===== config.mk =====
export PLATFORM = sky130hd
export DESIGN_NAME = adc_cal_corrector
export DESIGN_NICKNAME = d
export VERILOG_FILES = /design/src/rtl/adc_cal_pkg.sv /design/src/rtl/adc_cal_coef_bank.sv /design/src/rtl/adc_cal_sub_stage.sv /design/src/rtl/adc_cal_mul_stage.sv /design/src/rtl/adc_cal_corrector.sv
export SDC_FILE = /design/constraint.sdc
export NUM_CORES = 2
export LEC_CHECK = 0
export CORE_MARGIN = 5
export CORE_UTILIZATION = 45
export CTS_CLUSTER_DIAMETER = 150
export DETAILED_ROUTE_END_ITERATION = 8
export PLACE_DENSITY_LB_ADDON = 0.08
export REMOVE_ABC_BUFFERS = 1
export SYNTH_ARGS = -nofsm -noshare
export SYNTH_HDL_FRONTEND = slang
export SYNTH_HIERARCHICAL = 1
export SYNTH_SLANG_ARGS = --single-unit

===== constraint.sdc =====
create_clock -name clk -period 7.8 [get_ports clk]
set_input_delay 1.56 -clock clk [delete_from_list [all_inputs] [get_ports clk]]
set_output_delay 1.56 -clock clk [all_outputs]
set_load 0.05 [all_outputs]

===== src/rtl/adc_cal_pkg.sv =====
package adc_cal_pkg;
  localparam int unsigned CH_N  = 4;
  localparam int unsigned DW    = 24;
  localparam int unsigned RW    = 16;
  localparam int unsigned FRAC  = 23;
  localparam int unsigned CHW   = (CH_N > 1) ? $clog2(CH_N) : 1;
  localparam int unsigned AW    = CHW + 2;

  typedef enum logic { HALF_UPPER = 1'b0, HALF_LOWER = 1'b1 } half_e;
  typedef enum logic { KIND_OFFSET = 1'b0, KIND_GAIN = 1'b1 } kind_e;

  localparam logic [DW-1:0] OFFSET_RESET = '0;
  localparam logic [DW-1:0] GAIN_RESET   = DW'(1) << FRAC;
endpackage


===== src/rtl/adc_cal_coef_bank.sv =====
module adc_cal_coef_bank #(
  parameter int unsigned CH_N = 4,
  parameter int unsigned DW   = 24,
  parameter int unsigned RW   = 16,
  parameter logic [DW-1:0] RST_WORD = '0,
  localparam int unsigned CHW = (CH_N > 1) ? $clog2(CH_N) : 1,
  localparam int unsigned LOW = DW - RW
) (
  input  logic               clk,
  input  logic               rst,
  input  logic               wr_en,
  input  logic [CHW-1:0]     wr_chan,
  input  logic               wr_lower,
  input  logic [RW-1:0]      wr_data,
  input  logic [CHW-1:0]     rd_chan,
  output logic [DW-1:0]      rd_word,
  output logic [CH_N*DW-1:0] all_words
);
  logic [RW-1:0] stage_q [CH_N];
  logic [DW-1:0] word_q  [CH_N];

  always_ff @(posedge clk) begin
    if (rst) begin
      for (int c = 0; c < CH_N; c++) begin
        stage_q[c] <= RST_WORD[DW-1 -: RW];
        word_q[c]  <= RST_WORD;
      end
    end else if (wr_en) begin
      for (int c = 0; c < CH_N; c++) begin
        if (wr_chan == CHW'(c)) begin
          if (!wr_lower) stage_q[c] <= wr_data;
          else           word_q[c]  <= {stage_q[c], wr_data[RW-1 -: LOW]};
        end
      end
    end
  end

  assign rd_word = word_q[rd_chan];

  for (genvar g = 0; g < CH_N; g++) begin : g_flat
    assign all_words[g*DW +: DW] = word_q[g];
  end
endmodule


===== src/rtl/adc_cal_sub_stage.sv =====
module adc_cal_sub_stage #(
  parameter int unsigned DW  = 24,
  parameter int unsigned CHW = 2
) (
  input  logic                 clk,
  input  logic                 rst,
  input  logic                 in_valid,
  input  logic [CHW-1:0]       in_chan,
  input  logic [DW-1:0]        in_data,
  input  logic [DW-1:0]        offset_word,
  input  logic [DW-1:0]        gain_word,
  output logic                 s1_valid,
  output logic [CHW-1:0]       s1_chan,
  output logic signed [DW:0]   s1_diff,
  output logic [DW-1:0]        s1_gain
);
  logic signed [DW:0] diff_c;

  always_comb begin
    diff_c = $signed({in_data[DW-1], in_data}) - $signed({offset_word[DW-1], offset_word});
  end

  always_ff @(posedge clk) begin
    if (rst) begin
      s1_valid <= 1'b0;
      s1_chan  <= '0;
      s1_diff  <= '0;
      s1_gain  <= '0;
    end else begin
      s1_valid <= in_valid;
      if (in_valid) begin
        s1_chan <= in_chan;
        s1_diff <= diff_c;
        s1_gain <= gain_word;
      end
    end
  end
endmodule


===== src/rtl/adc_cal_mul_stage.sv =====
module adc_cal_mul_stage #(
  parameter int unsigned DW   = 24,
  parameter int unsigned GW   = 24,
  parameter int unsigned FRAC = 23,
  parameter int unsigned CHW  = 2,
  localparam int unsigned PW  = DW + GW + 2
) (
  input  logic               clk,
  input  logic               rst,
  input  logic               s1_valid,
  input  logic [CHW-1:0]     s1_chan,
  input  logic signed [DW:0] s1_diff,
  input  logic [GW-1:0]      s1_gain,
  output logic               out_valid,
  output logic [CHW-1:0]     out_chan,
  output logic [DW-1:0]      out_data
);
  localparam logic signed [PW-1:0] HALF_LSB = $signed(PW'(1) << (FRAC - 1));
  localparam logic signed [PW-1:0] MAX_V = $signed({{(PW-DW+1){1'b0}}, {(DW-1){1'b1}}});
  localparam logic signed [PW-1:0] MIN_V = $signed({{(PW-DW+1){1'b1}}, {(DW-1){1'b0}}});

  logic signed [PW-1:0] diff_x, gain_x, prod_c, rnd_c, shf_c, sat_c;

  always_comb begin
    diff_x = $signed({{(PW-DW-1){s1_diff[DW]}}, s1_diff});
    gain_x = $signed({{(PW-GW){1'b0}}, s1_gain});
    prod_c = diff_x * gain_x;
    rnd_c  = prod_c + HALF_LSB;
    shf_c  = rnd_c >>> FRAC;
    if (shf_c > MAX_V)      sat_c = MAX_V;
    else if (shf_c < MIN_V) sat_c = MIN_V;
    else                    sat_c = shf_c;
  end

  always_ff @(posedge clk) begin
    if (rst) begin
      out_valid <= 1'b0;
      out_chan  <= '0;
      out_data  <= '0;
    end else begin
      out_valid <= s1_valid;
      if (s1_valid) begin
        out_chan <= s1_chan;
        out_data <= sat_c[DW-1:0];
      end
    end
  end
endmodule


===== src/rtl/adc_cal_corrector.sv =====
module adc_cal_corrector
  import adc_cal_pkg::*;
(
  input  logic           clk,
  input  logic           rst,
  input  logic           in_valid,
  input  logic [CHW-1:0] in_chan,
  input  logic [DW-1:0]  in_data,
  input  logic           wr_en,
  input  logic [AW-1:0]  wr_addr,
  input  logic [RW-1:0]  wr_data,
  output logic           out_valid,
  output logic [CHW-1:0] out_chan,
  output logic [DW-1:0]  out_data
);
  logic [CHW-1:0]     wr_chan;
  half_e              wr_half;
  kind_e              wr_kind;
  logic               off_wr, gain_wr;
  logic [DW-1:0]      offset_word, gain_word;
  logic [CH_N*DW-1:0] offset_flat, gain_flat;
  logic               s1_valid;
  logic [CHW-1:0]     s1_chan;
  logic signed [DW:0] s1_diff;
  logic [DW-1:0]      s1_gain;

  assign wr_chan = wr_addr[AW-1:2];
  assign wr_kind = kind_e'(wr_addr[1]);
  assign wr_half = half_e'(wr_addr[0]);
  assign off_wr  = wr_en && (wr_kind == KIND_OFFSET);
  assign gain_wr = wr_en && (wr_kind == KIND_GAIN);

  adc_cal_coef_bank #(.CH_N(CH_N), .DW(DW), .RW(RW), .RST_WORD(OFFSET_RESET)) off_bank_i (
    .clk(clk), .rst(rst), .wr_en(off_wr), .wr_chan(wr_chan),
    .wr_lower(wr_half == HALF_LOWER), .wr_data(wr_data),
    .rd_chan(in_chan), .rd_word(offset_word), .all_words(offset_flat)
  );

  adc_cal_coef_bank #(.CH_N(CH_N), .DW(DW), .RW(RW), .RST_WORD(GAIN_RESET)) gain_bank_i (
    .clk(clk), .rst(rst), .wr_en(gain_wr), .wr_chan(wr_chan),
    .wr_lower(wr_half == HALF_LOWER), .wr_data(wr_data),
    .rd_chan(in_chan), .rd_word(gain_word), .all_words(gain_flat)
  );

  adc_cal_sub_stage #(.DW(DW), .CHW(CHW)) sub_i (
    .clk(clk), .rst(rst), .in_valid(in_valid), .in_chan(in_chan), .in_data(in_data),
    .offset_word(offset_word), .gain_word(gain_word),
    .s1_valid(s1_valid), .s1_chan(s1_chan), .s1_diff(s1_diff), .s1_gain(s1_gain)
  );

  adc_cal_mul_stage #(.DW(DW), .GW(DW), .FRAC(FRAC), .CHW(CHW)) mul_i (
    .clk(clk), .rst(rst), .s1_valid(s1_valid), .s1_chan(s1_chan),
    .s1_diff(s1_diff), .s1_gain(s1_gain),
    .out_valid(out_valid), .out_chan(out_chan), .out_data(out_data)
  );
endmodule


==> key figures <==
Setup path
  – CP max FO: 16
  – Top cell by count, worst path: fa_1
  – Slowest stage delay, CP: between 0.5 and 0.6 ns
  – FF-to-FF End: mul_i/out_data[9]
  – Critical path data arrival time: just under 8 ns
  – Setup CP Type: reg -> reg
  – Reg2Reg Depth: 25
  – Worst path top cell family by delay: adder cells
  – Reg-to-reg slack, setup: around 0.35 ns
  – Startpoint class of the critical path: flop
  – Reg2reg start: sub_i/s1_gain[5]
  – WP buf/inv: 6
  – Crit. End Element: flop
  – Slowest-stage cell, CP: fa_1
  – Req. time, crit path: about 8.3 ns

Power
  – Clock share of power: between 20% and 30%
  – Net Sw Frac: a little over a third
  – Pwr/cell area: roughly 170 nW/um2
  – Worst vdd ir: roughly 0.00018 V
  – Power Internal: about 4.9 mW
  – Seq pwr share: 33.5%
  – Static leakage: between 20 and 25 nW
  – Combinational share of power: between 30% and 40%
  – Sw power: 2.753 mW
  – Total power: ~7.6 mW

Layout
  – Commonest cells after routing, fill and taps aside: inv_1, fa_1, and2_1
  – Final Non-Filler Cells: 5268
  – Most common cell after layout, fill and taps aside: inv_1
  – Fill count: 8300
  – Fin area: roughly 45000 um2
  – Share of cells above drive strength 1: 9.142%
  – Layout area overhead: 10.74%
  – # nets final: 4921

Global routing
  – Number of global-route vias before repair: 28440
  – Initial antenna violation count: 2
  – First-pass GRT wire length: 168.7 mm
  – Largest net degree at the start of global routing: 66
  – Gr ovfl total: 0
  – GRT Overall Usage: 22.17%

Hold path
  – Hold path cells: 2
  – Hold Path End: mul_i/out_data[23]
  – Hold Startpoint: mul_i/out_data[23]
  – Worst hold-check path type: reg -> reg

Clock network
  – CTS tree: done
  – CTS Sinks: approximately 400
  – Hold_buf cts: 0
  – Num CTS Buffers: 47
  – H-tree Lvls: 2
  – CTS max path bufs: 3
  – Clk root buf: clkbuf_16
  – Clock latency on the worst-skew pair: roughly 0.6 ns
  – Clk slew on worst S/H paths: 0.06 ns

Route
  – Via count: around 27000
  – WL per Instance: 20.26 um
  – Antenna-violating nets left: 0
  – 1st-iter DRT viols: 1519
  – DRC Markers: 0
  – Detailed Routing Iterations Pass 1: 5
  – WL final: approximately 110 mm
  – Via/cell ratio: approximately 5

Timing
  – Final number of setup-violating endpoints: 0
  – RSZ-0062 raised after global routing: false
  – Max Slew Vio Count: 0
  – Min Tclk post-route: around 7.4 ns
  – Tcrit/Tclk final: between 90% and 100%
  – Final Hold Fails: 0
  – F_max: 134.3 MHz
  – Worst-Margin Slew: 0.9538 ns
  – Setup tns final: 0 ns
  – Worst clock skew: about 0.03 ns
  – Hold_ws: 0.4959 ns
  – Relative slew slack: a little over a third

Synthesis
  – Top cells by area, synth: fa_1, edfxtp_1, inv_1
  – Number of synthesized register bits: 399
  – Sequential area share after synthesis: between 20% and 30%
  – Cells after synthesis: 3995
  – Synth unique cells: between 80 and 90
  – Synthesized area per cell: roughly 10 um2
  – Dominant synthesized flop cell: edfxtp_1
  – Yosys top cell by area: fa_1
  – Post-synth EDFFs: between 300 and 400
  – Mapped Area: roughly 41000 um2
  – Warnings from Yosys: 6
  – Share of flip-flops with an asynchronous set or reset: 0%
  – Synth top area share: between 30% and 40%

Die
  – Core area: roughly 90000 um2
  – # rows: 110
  – Die Span X: between 300 and 400 um
  – Die area: 97060 um2
  – Starting Density: 45.39%
  – Die height: just over 300 um
  – Number of primary I/O pins: 77

Placement
  – Placed Area: approximately 44000 um2
  – DP HPWL: 81.74 mm
  – Routability cong.: about 0.85
  – Placed instance count: a little over 5000
  – I/O Buffers: 76

Outcome
  – Outcome: finished clean

Flow run
  – Max-cap violations: 0
-- registers in the layout (all words and copies together), names as in the netlist --
name and flops:
mul_i/out_data 24, off_bank_i/stage_q 64, sub_i/s1_valid 1, sub_i/s1_chan 2
mul_i/out_valid 1, off_bank_i/word_q 96, sub_i/s1_gain 24, sub_i/s1_diff 25
gain_bank_i/word_q 96, mul_i/out_chan 2, gain_bank_i/stage_q 64
-- Yosys cell counts (4+ instances only) --
cell type  number
a211oi_2       20
nor3_1        134
clkbuf_1      177
nand4b_1       18
xor2_1         21
or3_1          11
o211a_1         5
nor4_1          5
buf_4           4
o211ai_1       12
o21bai_1       22
nand4bb_1      28
buf_2          27
nor2_1        282
buf_6           4
a211o_1         6
clkbuf_2        4
o21a_1         11
nand3_1        20
or2_2           4
a211oi_1       13
mux2i_1        39
o21ai_1         8
dfxtp_1        79
inv_1         883
a21oi_1        65
nand2_1       283
o21ai_0        39
a31oi_1         9
edfxtp_1      320
nand2b_1       19
a21o_1         15
nand4_1        21
mux4_2         48
ha_1          186
fa_1          633
o22ai_1         5
and2_1        402
xnor2_1        33
buf_1          10
nor2b_1         6
-- worst register-to-register path: stages, from the launching register on --
cell and delay [ns]:
dfxtp_1 0.41, buf_4 0.27, and2_1 0.18, fa_1 0.45
fa_1 0.50, inv_1 0.06, fa_1 0.52, fa_1 0.52
inv_1 0.06, fa_1 0.57, fa_1 0.51, inv_1 0.05
fa_1 0.47, inv_1 0.04, ha_1 0.41, nand2_1 0.14
nor3_1 0.31, nand4_1 0.17, o211ai_1 0.14, nor2_2 0.13
or4_1 0.53, o2111a_1 0.19, o31ai_1 0.19, and2_2 0.23
clkbuf_16 0.19, a211oi_2 0.07
-- through the flow --
stage | utilization [%] | setup WS [ns]
after floorplan | - | -0.08111
after global placement | 48.31 | 0.04551
after detailed placement | 48.31 | 0.04224
after CTS | 50.07 | 0.008012
after global routing | 50.26 | 0.006655
final | 50.27 | 0.3524
-- how the worst max path moves through the flow --
stage | startpoint | end | slack [ns] | cells after the start
2_1_floorplan | sub_i/s1_diff[24] | mul_i/out_data[0] | -0.08 | 25
3_3_place_gp | sub_i/s1_diff[20] | mul_i/out_data[19] | 0.05 | 25
3_5_place_dp | sub_i/s1_diff[20] | mul_i/out_data[12] | 0.04 | 23
4_1_cts | sub_i/s1_diff[15] | mul_i/out_data[12] | 0.008 | 23
5_1_grt | sub_i/s1_gain[10] | mul_i/out_data[0] | 0.007 | 27
6_report | sub_i/s1_gain[5] | mul_i/out_data[9] | 0.35 | 25
-- routing by layer --
| layer | global-route usage, % | vias to the layer above | share of wire [%] |
|---|---|---|---|
| met5 | 0 | - | 0 |
| met2 | 35.05 | 647 | 45 |
| li1 | - | 12540 | - |
| met3 | 4.266 | 90 | 6.4 |
| met4 | 3.711 | 0 | 1.4 |
| met1 | 32.60 | 13420 | 47 |
-- final cells by class --
class	instances	area, um2	share of cell area, %
Antenna cell	1	2.502	0.005522
Clock buffer	57	1235	2.725
Clock inverter	31	346.6	0.7649
Inverter	883	3318	7.323
Multi-Input combinational cell	2488	25650	56.61
Sequential cell	399	11220	24.76
Tap cell	1176	1471	3.247
Timing Repair Buffer	233	2069	4.567
-- cells by family (layout without fill, tap and decap cells) --
logic type	after synthesis	after routing	synth area share, %
buffers and inverters	1109	1204	10.38
other	0	1	0
AOI/OAI and AO/OA	267	268	4.822
xor gates and xnor gates	54	54	1.156
muxes	88	88	3.624
adders and majority gates	819	819	36.66
and+or+nand+nor	1259	1259	16.01
DFF	399	399	27.35
-- power groups by stage --
stage | sequential (mW) | clock (mW) | combinational, mW
after floorplan | 2.65 | 0 | 1.70
after global placement | 2.60 | 0 | 2.77
after detailed placement | 2.60 | 0 | 2.77
after CTS | 2.56 | 2.33 | 2.79
after global routing | 2.58 | 2.42 | 3.16
final | 2.56 | 2.27 | 2.81
-- timing repair --
action                                  in CTS  in global routing
cloned                                       0                  2
resized for setup                            1                 43
setup buffers                                0                  3
endpoints found under the hold margin        0                  0
endpoints found under the setup margin       6                 23
pin swaps                                    0                  8
No activity file was read; power rests on OpenSTA's default activity.
